==> src/rtl/tlw_pkg.sv <==
package tlw_pkg;

    localparam int VA_W    = 32;
    localparam int PA_W    = 40;
    localparam int WORD_W  = 32;
    localparam int IDX_W   = 10;
    localparam int OFS_W   = 12;
    localparam int MODE_W  = 4;
    localparam int CAUSE_W = 3;
    localparam int HI_W    = PA_W - VA_W;
    localparam int DIRB_LO = 10;
    localparam int PTB_LO  = 6;

    typedef enum logic [CAUSE_W-1:0] {
        FLT_NONE = 3'd0,
        FLT_DIR  = 3'd1,
        FLT_PAGE = 3'd2,
        FLT_PERM = 3'd3,
        FLT_MODE = 3'd4
    } fault_e;

    typedef enum logic [3:0] {
        ST_IDLE,
        ST_DECIDE,
        ST_RT_ISS,
        ST_RT_WT,
        ST_DR_ISS,
        ST_DR_WT,
        ST_PT_ISS,
        ST_PT_WT,
        ST_FIN
    } walk_st_e;

    typedef struct packed {
        logic [VA_W-1:0] vaddr;
        logic            wr;
    } walk_req_t;

    function automatic logic [IDX_W-1:0] dir_idx(input logic [VA_W-1:0] va);
        return va[VA_W-1 -: IDX_W];
    endfunction

    function automatic logic [IDX_W-1:0] pt_idx(input logic [VA_W-1:0] va);
        return va[OFS_W +: IDX_W];
    endfunction

    function automatic logic [MODE_W-1:0] root_mode(input logic [WORD_W-1:0] r);
        return r[MODE_W-1:0];
    endfunction

    function automatic logic [WORD_W-1:0] root_dir_base(input logic [WORD_W-1:0] r);
        return {r[WORD_W-1:DIRB_LO], {DIRB_LO{1'b0}}};
    endfunction

    function automatic logic [WORD_W-1:0] dte_pt_base(input logic [WORD_W-1:0] d);
        return {d[WORD_W-1:PTB_LO], {PTB_LO{1'b0}}};
    endfunction

    function automatic logic ent_valid(input logic [WORD_W-1:0] e);
        return e[0];
    endfunction

    function automatic logic pte_writable(input logic [WORD_W-1:0] e);
        return e[2];
    endfunction

    function automatic logic [WORD_W-1:0] entry_addr(input logic [WORD_W-1:0] base,
                                                     input logic [IDX_W-1:0]  idx);
        return base + {{(WORD_W-IDX_W-2){1'b0}}, idx, 2'b00};
    endfunction

    function automatic logic [PA_W-1:0] pte_paddr(input logic [WORD_W-1:0] e,
                                                  input logic [VA_W-1:0]   va);
        return {e[4 +: HI_W], e[WORD_W-1:OFS_W], va[OFS_W-1:0]};
    endfunction

endpackage

==> src/rtl/tlw_base_watch.sv <==
module tlw_base_watch
    import tlw_pkg::*;
(
    input  logic              clk,
    input  logic              rst,
    input  logic [WORD_W-1:0] cfg_base,
    input  logic              flush,
    output logic              inval
);
    logic [WORD_W-1:0] base_q;

    always_ff @(posedge clk) begin
        if (rst) base_q <= '0;
        else     base_q <= cfg_base;
    end

    // a new base behaves as a flush
    assign inval = flush || (cfg_base != base_q);

endmodule

==> src/rtl/tlw_desc_cache.sv <==
module tlw_desc_cache
    import tlw_pkg::*;
(
    input  logic              clk,
    input  logic              rst,
    input  logic              inval,
    input  logic              root_fill,
    input  logic              dir_fill,
    input  logic [WORD_W-1:0] fill_data,
    input  logic [IDX_W-1:0]  fill_idx,
    output logic              root_valid,
    output logic [WORD_W-1:0] root_q,
    output logic              dir_valid,
    output logic [IDX_W-1:0]  dir_tag,
    output logic [WORD_W-1:0] dir_q
);
    always_ff @(posedge clk) begin
        if (rst || inval) begin
            root_valid <= 1'b0;
            dir_valid  <= 1'b0;
        end else begin
            if (root_fill) root_valid <= 1'b1;
            if (dir_fill)  dir_valid  <= 1'b1;
        end
    end

    always_ff @(posedge clk) begin
        if (rst) begin
            root_q  <= '0;
            dir_q   <= '0;
            dir_tag <= '0;
        end else begin
            if (root_fill) root_q <= fill_data;
            if (dir_fill) begin
                dir_q   <= fill_data;
                dir_tag <= fill_idx;
            end
        end
    end

    a_r11_inval_clears: assert property (@(posedge clk) disable iff (rst)
        inval |=> (!root_valid && !dir_valid));

    a_r10_dir_needs_root: assert property (@(posedge clk) disable iff (rst)
        dir_valid |-> root_valid);

endmodule

==> src/rtl/tlw_walk_ctrl.sv <==
module tlw_walk_ctrl
    import tlw_pkg::*;
(
    input  logic               clk,
    input  logic               rst,
    input  logic               req_valid,
    input  walk_req_t          req,
    output logic               req_ready,
    input  logic               inval,
    input  logic [WORD_W-1:0]  cfg_base,
    input  logic               root_valid,
    input  logic [WORD_W-1:0]  root_q,
    input  logic               dir_valid,
    input  logic [IDX_W-1:0]   dir_tag,
    input  logic [WORD_W-1:0]  dir_q,
    output logic               root_fill,
    output logic               dir_fill,
    output logic [WORD_W-1:0]  fill_data,
    output logic [IDX_W-1:0]   fill_idx,
    output logic               mem_req_valid,
    output logic [WORD_W-1:0]  mem_req_addr,
    input  logic               mem_rsp_valid,
    input  logic [WORD_W-1:0]  mem_rsp_data,
    output logic               resp_valid,
    output logic               resp_fault,
    output logic [CAUSE_W-1:0] resp_cause,
    output logic [PA_W-1:0]    resp_paddr,
    output logic [VA_W-1:0]    resp_vaddr
);
    walk_st_e          state, state_n;
    walk_req_t         cur_q;
    fault_e            cause_q, cause_n;
    logic [PA_W-1:0]   paddr_q, paddr_n;
    logic [WORD_W-1:0] root_w, root_n;
    logic [WORD_W-1:0] dte_w, dte_n;
    logic              stale_q;
    logic              may_fill;
    logic              accept;

    assign accept   = (state == ST_IDLE) && req_valid;
    assign may_fill = !stale_q && !inval;

    always_comb begin
        state_n       = state;
        cause_n       = cause_q;
        paddr_n       = paddr_q;
        root_n        = root_w;
        dte_n         = dte_w;
        mem_req_valid = 1'b0;
        mem_req_addr  = '0;
        root_fill     = 1'b0;
        dir_fill      = 1'b0;
        fill_data     = mem_rsp_data;
        fill_idx      = dir_idx(cur_q.vaddr);
        unique case (state)
            ST_IDLE: begin
                if (req_valid) begin
                    state_n = ST_DECIDE;
                    cause_n = FLT_NONE;
                    paddr_n = '0;
                end
            end
            ST_DECIDE: begin
                if (!root_valid) begin
                    state_n = ST_RT_ISS;
                end else begin
                    root_n = root_q;
                    if (root_mode(root_q) != '0) begin
                        cause_n = FLT_MODE;
                        state_n = ST_FIN;
                    end else if (dir_valid && dir_tag == dir_idx(cur_q.vaddr)) begin
                        dte_n   = dir_q;
                        state_n = ST_PT_ISS;
                    end else begin
                        state_n = ST_DR_ISS;
                    end
                end
            end
            ST_RT_ISS: begin
                mem_req_valid = 1'b1;
                mem_req_addr  = cfg_base;
                state_n       = ST_RT_WT;
            end
            ST_RT_WT: begin
                if (mem_rsp_valid) begin
                    root_n    = mem_rsp_data;
                    root_fill = may_fill;
                    if (root_mode(mem_rsp_data) != '0) begin
                        cause_n = FLT_MODE;
                        state_n = ST_FIN;
                    end else begin
                        state_n = ST_DR_ISS;
                    end
                end
            end
            ST_DR_ISS: begin
                mem_req_valid = 1'b1;
                mem_req_addr  = entry_addr(root_dir_base(root_w), dir_idx(cur_q.vaddr));
                state_n       = ST_DR_WT;
            end
            ST_DR_WT: begin
                if (mem_rsp_valid) begin
                    dte_n = mem_rsp_data;
                    if (!ent_valid(mem_rsp_data)) begin
                        cause_n = FLT_DIR;
                        state_n = ST_FIN;
                    end else begin
                        dir_fill = may_fill;
                        state_n  = ST_PT_ISS;
                    end
                end
            end
            ST_PT_ISS: begin
                mem_req_valid = 1'b1;
                mem_req_addr  = entry_addr(dte_pt_base(dte_w), pt_idx(cur_q.vaddr));
                state_n       = ST_PT_WT;
            end
            ST_PT_WT: begin
                if (mem_rsp_valid) begin
                    state_n = ST_FIN;
                    if (!ent_valid(mem_rsp_data))
                        cause_n = FLT_PAGE;
                    else if (cur_q.wr && !pte_writable(mem_rsp_data))
                        cause_n = FLT_PERM;
                    else
                        paddr_n = pte_paddr(mem_rsp_data, cur_q.vaddr);
                end
            end
            ST_FIN:  state_n = ST_IDLE;
            default: state_n = ST_IDLE;
        endcase
    end

    always_ff @(posedge clk) begin
        if (rst) begin
            state   <= ST_IDLE;
            cur_q   <= '0;
            cause_q <= FLT_NONE;
            paddr_q <= '0;
            root_w  <= '0;
            dte_w   <= '0;
            stale_q <= 1'b0;
        end else begin
            state   <= state_n;
            cause_q <= cause_n;
            paddr_q <= paddr_n;
            root_w  <= root_n;
            dte_w   <= dte_n;
            if (accept) begin
                cur_q   <= req;
                stale_q <= inval;
            end else if (inval) begin
                stale_q <= 1'b1;
            end
        end
    end

    assign req_ready  = (state == ST_IDLE);
    assign resp_valid = (state == ST_FIN);
    assign resp_cause = cause_q;
    assign resp_fault = (cause_q != FLT_NONE);
    assign resp_paddr = paddr_q;
    assign resp_vaddr = cur_q.vaddr;

    a_r3_resp_pulse: assert property (@(posedge clk) disable iff (rst)
        resp_valid |=> !resp_valid);

    a_r4_fault_paddr_zero: assert property (@(posedge clk) disable iff (rst)
        (resp_valid && resp_fault) |-> (resp_paddr == '0));

    a_r7_no_dir_on_mode: assert property (@(posedge clk) disable iff (rst)
        (state == ST_DR_ISS) |-> (root_mode(root_w) == '0));

    a_r8_busy_not_ready: assert property (@(posedge clk) disable iff (rst)
        accept |=> !req_ready);

endmodule

==> src/rtl/tlw_walker.sv <==
module tlw_walker
    import tlw_pkg::*;
(
    input  logic               clk,
    input  logic               rst,
    input  logic [WORD_W-1:0]  cfg_base,
    input  logic               flush,
    input  logic               req_valid,
    input  logic [VA_W-1:0]    req_vaddr,
    input  logic               req_write,
    output logic               req_ready,
    output logic               mem_req_valid,
    output logic [WORD_W-1:0]  mem_req_addr,
    input  logic               mem_rsp_valid,
    input  logic [WORD_W-1:0]  mem_rsp_data,
    output logic               resp_valid,
    output logic               resp_fault,
    output logic [CAUSE_W-1:0] resp_cause,
    output logic [PA_W-1:0]    resp_paddr,
    output logic [VA_W-1:0]    resp_vaddr
);
    logic              inval;
    logic              root_valid, dir_valid;
    logic [WORD_W-1:0] root_q, dir_q, fill_data;
    logic [IDX_W-1:0]  dir_tag, fill_idx;
    logic              root_fill, dir_fill;
    walk_req_t         req_s;

    assign req_s = '{vaddr: req_vaddr, wr: req_write};

    tlw_base_watch u_watch (
        .clk      (clk),
        .rst      (rst),
        .cfg_base (cfg_base),
        .flush    (flush),
        .inval    (inval)
    );

    tlw_desc_cache u_cache (
        .clk        (clk),
        .rst        (rst),
        .inval      (inval),
        .root_fill  (root_fill),
        .dir_fill   (dir_fill),
        .fill_data  (fill_data),
        .fill_idx   (fill_idx),
        .root_valid (root_valid),
        .root_q     (root_q),
        .dir_valid  (dir_valid),
        .dir_tag    (dir_tag),
        .dir_q      (dir_q)
    );

    tlw_walk_ctrl u_ctrl (
        .clk           (clk),
        .rst           (rst),
        .req_valid     (req_valid),
        .req           (req_s),
        .req_ready     (req_ready),
        .inval         (inval),
        .cfg_base      (cfg_base),
        .root_valid    (root_valid),
        .root_q        (root_q),
        .dir_valid     (dir_valid),
        .dir_tag       (dir_tag),
        .dir_q         (dir_q),
        .root_fill     (root_fill),
        .dir_fill      (dir_fill),
        .fill_data     (fill_data),
        .fill_idx      (fill_idx),
        .mem_req_valid (mem_req_valid),
        .mem_req_addr  (mem_req_addr),
        .mem_rsp_valid (mem_rsp_valid),
        .mem_rsp_data  (mem_rsp_data),
        .resp_valid    (resp_valid),
        .resp_fault    (resp_fault),
        .resp_cause    (resp_cause),
        .resp_paddr    (resp_paddr),
        .resp_vaddr    (resp_vaddr)
    );

    // outstanding-read tracker for the port-level checks
    logic rd_pending;
    always_ff @(posedge clk) begin
        if (rst)                rd_pending <= 1'b0;
        else if (mem_req_valid) rd_pending <= 1'b1;
        else if (mem_rsp_valid) rd_pending <= 1'b0;
    end

    a_r8_one_read: assert property (@(posedge clk) disable iff (rst)
        mem_req_valid |-> !rd_pending);

    a_r8_idle_quiet: assert property (@(posedge clk) disable iff (rst)
        req_ready |-> !mem_req_valid);

    a_r4_fault_flag: assert property (@(posedge clk) disable iff (rst)
        resp_valid |-> (resp_fault == (resp_cause != '0)));

endmodule

==> config.mk <==
export PLATFORM = sky130hd
export DESIGN_NAME = tlw_walker
export DESIGN_NICKNAME = d
export VERILOG_FILES = /design/src/rtl/tlw_pkg.sv /design/src/rtl/tlw_base_watch.sv /design/src/rtl/tlw_desc_cache.sv /design/src/rtl/tlw_walk_ctrl.sv /design/src/rtl/tlw_walker.sv
export SDC_FILE = /design/constraint.sdc
export NUM_CORES = 1
export LEC_CHECK = 0
export CAP_MARGIN = 20
export CORE_AREA = 2 2 157 159
export DETAILED_ROUTE_END_ITERATION = 12
export DIE_AREA = 0 0 159 161
export GPL_TIMING_DRIVEN = 0
export PLACE_DENSITY_LB_ADDON = 0.25
export SYNTH_ARGS = -nofsm -noshare
export SYNTH_HDL_FRONTEND = slang
export SYNTH_SLANG_ARGS = --single-unit
==> constraint.sdc <==
create_clock -name clk -period 2.6 [get_ports clk]
set_input_delay 0.52 -clock clk [delete_from_list [all_inputs] [get_ports clk]]
set_output_delay 0.52 -clock clk [all_outputs]
set_load 0.02 [all_outputs]
After elaboration in Yosys (flattened, before gate mapping) --
Cells that the tools add are included.
Operators by class: $add $sub $neg 2, equal/unequal tests 23, multiplexer cells 42, reduce and logical (&&, ||, !) cells 24
Operators with widths (number):
- 2-to-1 mux 32 bit | 5
- 2-to-1 mux 40 bit | 4
- case mux 32 bit (2 select lines) | 2
- case mux 32 bit (3 select lines) | 1
- case mux 40 bit (2 select lines) | 1
- adder 32 x 12 -> 32 bit | 2
- 2-to-1 mux 4 bit | 8
- != test 32 bit | 1
- case mux 4 bit (8 select lines) | 1
- 2-to-1 mux 3 bit | 10
- != test 2 bit (second input constant) | 9
- == test 4 x 3 -> 1 bit (second input constant) | 4
- case mux 3 bit (5 select lines) | 1
- == test 10 bit | 1
- AND reduction 10 bit | 1
- AND reduction 5 bit | 2
- == test 4 x 2 -> 1 bit (second input constant) | 2
- 2-to-1 mux 1 bit | 8
- nonzero test 2 bit | 4
- nonzero test 4 bit | 2
- != test 2 x 1 -> 1 bit (second input constant) | 3
- nonzero test 5 bit | 1
- == test 4 x 1 -> 1 bit (second input constant) | 1
- == test 4 bit (second input constant) | 1
- other kinds (10) | 16
Storage, ports and cells: register bits after elaboration 253, input port bits 102, output and inout bits 111

Logic depth before layout (Yosys ltp) --
Gate-level depths: netlist of run 1.
depth after elaboration 7, mapped depth 10, mapped depth without buffers 9

Modules after synthesis --
A second synthesis of run 1 with hierarchy kept.
Unflattened totals: cell total of the unflattened synthesis 1234, area total of the unflattened synthesis 11379.7 um2
Modules (own cells, without submodules):
- tlw_walk_ctrl | times used 1, cells an instance 878, area each 7433.4 um2, seq. area each 2582.5 um2
- tlw_desc_cache | times used 1, cells an instance 245, area each 2741.4 um2, seq. area each 1521.5 um2
- tlw_base_watch | times used 1, cells an instance 111, area each 1204.9 um2, seq. area each 640.6 um2

Worst setup path after synthesis of run 1 --
No wires, ideal clock.
path kind flip-flop to output port, start reg u_ctrl.cur_q, in the netlist u_ctrl.resp_vaddr[16], end out mem_req_addr[30], data arrival time 2266 ps, path slack -186 ps, stages on the path, launching flop included 10, buffers on the path 0, cells stage by stage dfxtp_1 -> ha_1 -> inv_1 -> fa_1 -> nor2b_1 -> o21ai_1 -> a21oi_1 -> o211ai_1 -> xor2_1 -> o221ai_1
On the way: longest elaborated chain between the ends 2
RTL lines:
- start, declared | line tlw_walk_ctrl.sv:31 | walk_req_t cur_q;
- start signal, assigned | line tlw_walk_ctrl.sv:150 | cur_q <= req;
- adder 32 x 12 -> 32 bit | line tlw_pkg.sv:69 | return base + {{(WORD_W-IDX_W-2){1'b0}}, idx, 2'b00};
- case mux 32 bit (3 select lines) | line tlw_walk_ctrl.sv:55 | unique case (state)
- end, declared | line tlw_walker.sv:13 | output logic [WORD_W-1:0] mem_req_addr,
Every way passes these cells.

Worst setup path in the final report of run 1 --
start reg u_ctrl.dte_w[13], end out mem_req_addr[31]
On the way: longest elaborated chain between the ends 2
RTL lines:
- start, declared | line tlw_walk_ctrl.sv:35 | logic [WORD_W-1:0] dte_w, dte_n;
- start signal, assigned | line tlw_walk_ctrl.sv:148 | dte_w <= dte_n;
- adder 32 x 12 -> 32 bit | line tlw_pkg.sv:69
- case mux 32 bit (3 select lines) | line tlw_walk_ctrl.sv:55
Every way passes these cells.

==> results.sh, run 1 <==
export IMPL_dieArea_um2=25600
export IMPL_start_util=0.463
export IMPL_hold_path_class="input port to register"
export IMPL_path_class="register to output port"
export IMPL_violations="setup timing"
export IMPL_htreeDepth=1
export IMPL_final_util=0.638
export IMPL_critPathRequiredTime_ns=2.08
export IMPL_max_stage_delay_ns=0.46
export IMPL_synthFlopType="dfxtp_1"
export IMPL_drt_iter0_drc=753
export IMPL_synth_top_cell_area_share=0.406
export IMPL_critPathTopFamily="simple AND/OR/NAND/NOR gates"
export IMPL_crit_chain="and4_1 > and4_4 > and4_1 > nand4_1 > xor2_1 > o221ai_2 > buf_4"
export IMPL_synth_nets=1388
export IMPL_ys_top_cells_by_count="dfxtp_1, nand2_1, mux2i_1, nand2b_1, a21oi_1"
export IMPL_layout_setup_ws_ns=-0.630
export IMPL_io_buffers=211
export IMPL_drv_slew=0
export IMPL_cp_max_fo=8
export IMPL_crit_slowest_cell="dfxtp_1"
export IMPL_clk_pin_slew_ns=0.06
export IMPL_startpoint_type="register"
export IMPL_synth_largest_area_cell="dfxtp_1"
export IMPL_drt_drc_violations_left=0
export IMPL_first_global_vias=9780
export IMPL_rsz0062_at_grt="true"
export IMPL_cp_arrival_ns=2.71
export IMPL_die_x_um=159
export IMPL_fin_nets=1660
export IMPL_ys_seq_area_frac=0.406
export IMPL_placedInstanceArea_um2=13600
export IMPL_critPathCaptureType="output port"
export IMPL_synth_edf_count=0
export IMPL_overflow=0
export IMPL_hpwl_um=25600
export IMPL_clockRootBuffer="clkbuf_16"
export IMPL_place_gp_congestion=0.892
export IMPL_cts_tree="done"
export IMPL_coreArea_um2=24000
export IMPL_hold_buffers=0
export IMPL_period_share=1.24
export IMPL_setup_tns_ns=-11.57
export IMPL_grt_pass1_wl_um=54100
export IMPL_max_clock_path_buffers=3
export IMPL_setup_viol=25
export IMPL_fmax_mhz=310
export IMPL_ant_nets=0
export IMPL_synth_seq_cells=225
export IMPL_synth_warnings=0
export IMPL_syn_area_um2=11100
export IMPL_async_flop_share=0
export IMPL_p_total_mw=8.11
export IMPL_ios=213
export IMPL_drv_cap=0
export IMPL_clock_sinks=225
export IMPL_p_per_area_nw_per_um2=531
export IMPL_finalInstanceArea_um2=15300
export IMPL_dp_slack_ns=-1.08
export IMPL_grt_max_degree=20
export IMPL_num_antenna_cells=0
export IMPL_area_growth_pct=37.7
export IMPL_crit_buf_inv=1
export IMPL_hold_viol=0
export IMPL_avgSynthCellArea_um2=8.69
export IMPL_worst_pin_slew_ns=0.892
export IMPL_wl_per_cell_um=18.8
export IMPL_min_period_ns=3.23
export IMPL_synthMostInstantiatedCell="dfxtp_1"
export IMPL_dp_cells=1811
export IMPL_p_leak_nw=5.94
export IMPL_skew_ns=0.0138
export IMPL_status="complete, but fails checks"
export IMPL_clock_latency_ns=0.52
export IMPL_peakVddDrop_v=0.000445
export IMPL_cts_buffers=24
export IMPL_fp_dieH_um=161
export IMPL_nFillCells=2068
export IMPL_holdWs_ns=0.308
export IMPL_std_cell_rows=57
export IMPL_final_cells=1888
export IMPL_first_pass_iters=5
export IMPL_routed_wl_um=35500
export IMPL_synth_area_leaders="dfxtp_1, mux2i_1, nand2b_1"
export IMPL_grt_use_total=0.263
export IMPL_vias=10100
export IMPL_detail_route_vias_per_cell=5.36
export IMPL_antenna_found_initial=0
export IMPL_slew_limit_headroom=0.405
export IMPL_syn_inst=1276
export IMPL_drive_above_1_share=0.162
export IMPL_synth_cell_types=53
export IMPL_crit_top_cell="and4_1"
path summary, 6_finish.rpt:
path	startpoint	end	slack, ns	depth (start not counted)
worst min-delay path	cfg_base[26]	u_watch.base_q[26]	0.31	2
worst max-delay path	u_ctrl.dte_w[13]	mem_req_addr[31]	-0.63	7
worst max register to register	u_watch.base_q[18]	u_cache.root_q[17]	0.04	8
worst min register to register	u_ctrl.resp_paddr[11]	u_ctrl.resp_paddr[11]	0.45	2
cell families (layout without fill, tap and decap cells):
family	Yosys count	count (layout)	share of synthesized area
compound gates	190	190	0.106
buf+inv	138	426	0.0609
flops	225	225	0.406
mux	144	144	0.133
fa+ha+maj	10	10	0.0126
xor+xnor	76	76	0.0600
simple gates	493	493	0.222
metal layers:
layer	vias to the layer above	part of all wire	wire length, um	track usage
met5	-	0	0	0
met1	4786	0.44	15600	0.359
met2	379	0.46	16400	0.437
li1	4884	-	-	-
met4	0	0.025	897	0.0736
met3	67	0.070	2480	0.0367
flip-flops by register name, indices dropped and copies added, names as in the netlist:
signal              cells
u_ctrl.resp_cause       3
u_ctrl.stale_q          1
u_cache.dir_q          26
u_cache.root_valid      1
u_cache.root_q         26
u_cache.dir_valid       1
u_ctrl.cur_q            1
u_ctrl.resp_paddr      40
u_ctrl.resp_vaddr      32
u_ctrl.dte_w           26
u_ctrl.state            4
u_cache.dir_tag        10
u_ctrl.root_w          22
u_watch.base_q         32
cell usage in the layout (no fill, tap or decap), types with 51 or more instances in the layout:
master           instances
mux2i_1                118
dfxtp_1                215
nand2_1                140
nand3_1                 51
a21oi_1                 86
nor2_1                  84
buf_4                   82
clkdlybuf4s50_1        155
clkbuf_1                56
nand2b_1               104
power by group:
part	internal, mW	switching, mW
Clock	2.10	1.40
Combinational	0.470	0.558
Sequential	3.52	0.0689
Total	6.09	2.02
cell type report:
cell class | instances | area, um^2 | share of cell area
multi-input combinational | 913 | 6310 | 0.413
inverter | 19 | 71.3 | 0.00467
clock inverter | 5 | 78.8 | 0.00516
timing repair buffer | 252 | 2450 | 0.160
sequential | 225 | 4530 | 0.296
buffer | 113 | 712 | 0.0466
clock buffer | 37 | 721 | 0.0472
tap | 324 | 405 | 0.0265
what timing repair did:
action | in CTS | in global routing
resized for setup | 248 | 85
pin swaps | 25 | 28
setup buffers | 22 | 19
endpoints found under the setup margin | 156 | 139
gates cloned | 0 | 2
Note: power is estimated with default switching activity, not from simulation.
==> inputs of run 2 (changes only) <==
CAP_MARGIN = unset   (was 20)
==> results of run 2 <==
The final DEF is identical to that of run 1; final timing and power are the same.
==> inputs of run 3 (changes only) <==
REMOVE_ABC_BUFFERS = 1   (was unset)
==> run 3 against run 2 <==
The flow still finishes with violations (setup timing). Clock power hardly changed. Combinational power is 10% lower. Worst setup slack better by 0.028 ns. Clock-buffer cell count is 2 higher.
==> results.sh, run 3 (synthesized netlist as in run 1, its figures left out) <==
export IMPL_hp_start="cfg_base[0]"
export IMPL_cts_buffers=26
export IMPL_peakVddDrop_v=0.000416
export IMPL_std_cell_rows=57
export IMPL_drt_drc_violations_left=0
export IMPL_multi_input_area_um2=6280
export IMPL_rsz0062_at_grt="true"
export IMPL_clk_pin_slew_ns=0.06
export IMPL_violations="setup timing"
export IMPL_cts_tree="done"
export IMPL_grt_use_total=0.237
export IMPL_dieArea_um2=25600
export IMPL_nFillCells=2061
export IMPL_skew_ns=0.00847
export IMPL_final_cells=1802
export IMPL_setup_viol=24
export IMPL_clock_latency_ns=0.52
export IMPL_clock_sinks=225
export IMPL_hpwl_um=21900
export IMPL_worst_pin_slew_ns=0.849
export IMPL_dp_cells=1711
export IMPL_fin_nets=1567
export IMPL_p_per_area_nw_per_um2=539
export IMPL_cp_max_fo=5
export IMPL_hold_buffers=0
export IMPL_period_share=1.23
export IMPL_hold_viol=0
export IMPL_ant_nets=0
export IMPL_regArea_um2=4530
export IMPL_startpoint_type="register"
export IMPL_path_class="register to output port"
export IMPL_layout_setup_ws_ns=-0.602
export IMPL_clockRootBuffer="clkbuf_16"
export IMPL_detail_route_vias_per_cell=5.30
export IMPL_drv_cap=0
export IMPL_grt_max_degree=143
export IMPL_grt_pass1_wl_um=49500
export IMPL_hold_path_class="input port to register"
export IMPL_overflow=0
export IMPL_fmax_mhz=312
export IMPL_routed_wl_um=31800
export IMPL_layout_commonest_cell="dfxtp_1"
export IMPL_htreeDepth=1
export IMPL_area_growth_pct=33.7
export IMPL_start_util=0.463
export IMPL_reg2reg_from="u_ctrl.state[2]"
export IMPL_ios=213
export IMPL_io_buffers=212
export IMPL_cp_arrival_ns=2.68
export IMPL_dp_slack_ns=-1.30
export IMPL_place_gp_congestion=0.862
export IMPL_first_global_vias=9258
export IMPL_antenna_found_initial=8
export IMPL_drv_slew=0
export IMPL_critPathCaptureType="output port"
export IMPL_startpoint="u_ctrl.resp_vaddr[16]"
export IMPL_max_clock_path_buffers=3
export IMPL_drive_above_1_share=0.140
export IMPL_critPathRequiredTime_ns=2.08
export IMPL_final_cell_mix="dfxtp_1, clkdlybuf4s50_1, nand2_1"
export IMPL_vias=9553
export IMPL_slew_limit_headroom=0.434
export IMPL_p_leak_nw=5.65
export IMPL_drt_iter0_drc=589
export IMPL_coreArea_um2=24000
export IMPL_largest_reg_flops=40
export IMPL_min_period_ns=3.20
export IMPL_status="complete, but fails checks"
export IMPL_fp_dieH_um=161
export IMPL_first_pass_iters=5
export IMPL_die_x_um=159
export IMPL_wl_per_cell_um=17.7
-- run 3: final cells by class --
cell class	instances	share of cell area
Multi-Input combinational cell	913	0.423
Sequential cell	225	0.305
Timing Repair Buffer	270	0.184
Clock buffer	39	0.0526
Tap cell	324	0.0273
Inverter	19	0.00498
Clock inverter	7	0.00236
Antenna cell	5	0.000843
-- run 3: worst max-delay path, cell delays in order, from the launching register on --
cell and delay, ns:
dfxtp_4 0.35, ha_4 0.17, buf_4 0.13, buf_6 0.11, a211o_1 0.26, o211ai_1 0.21, a21oi_4 0.14, buf_12 0.16
nand4_1 0.11, xor2_1 0.21, o221ai_2 0.15, buf_6 0.16
-- run 3: final timing paths --
| path | to | slack [ns] | cells past startpoint |
|---|---|---|---|
| worst max-delay path | mem_req_addr[31] | -0.60 | 11 |
| worst min-delay path | u_watch.base_q[0] | 0.42 | 2 |
| worst max register to register | u_ctrl.resp_cause[1] | 0.05 | 8 |
| worst min register to register | u_ctrl.resp_paddr[31] | 0.45 | 2 |
-- run 3: per-layer routing --
layer	up-vias	track usage	routed length, um
met3	57	0.0568	2100
li1	4704	-	-
met1	4535	0.294	13500
met4	4	0.0764	877
met2	253	0.406	15400
met5	-	0	30
-- run 3: through the flow --
step                      cell area (um^2)  total power, mW  utilization  setup TNS, ns  hold slack (ns)
after floorplan                      10500             4.05            -        -379.25            0.426
after global placement               13000             4.56        0.543       -1293.23            0.437
after detailed placement             13400             4.57        0.558        -107.76            0.442
after CTS                            14700             8.07        0.614         -12.07            0.387
after global routing                 14800             8.31        0.619         -14.91            0.422
final                                14800             8.00        0.619         -12.38            0.417
-- run 3: timing repair --
action / in CTS / in global routing
gates resized for setup: 236 / 40
cloned: 2 / 1
buffers inserted: 32 / 9
endpoints found under the setup margin: 189 / 116
pin swaps: 29 / 17
-- run 3: power breakdown --
group	switching, mW	total, mW	internal [mW]
registers	0.0736	3.60	3.52
logic	0.507	0.927	0.420
clock network	1.42	3.48	2.06
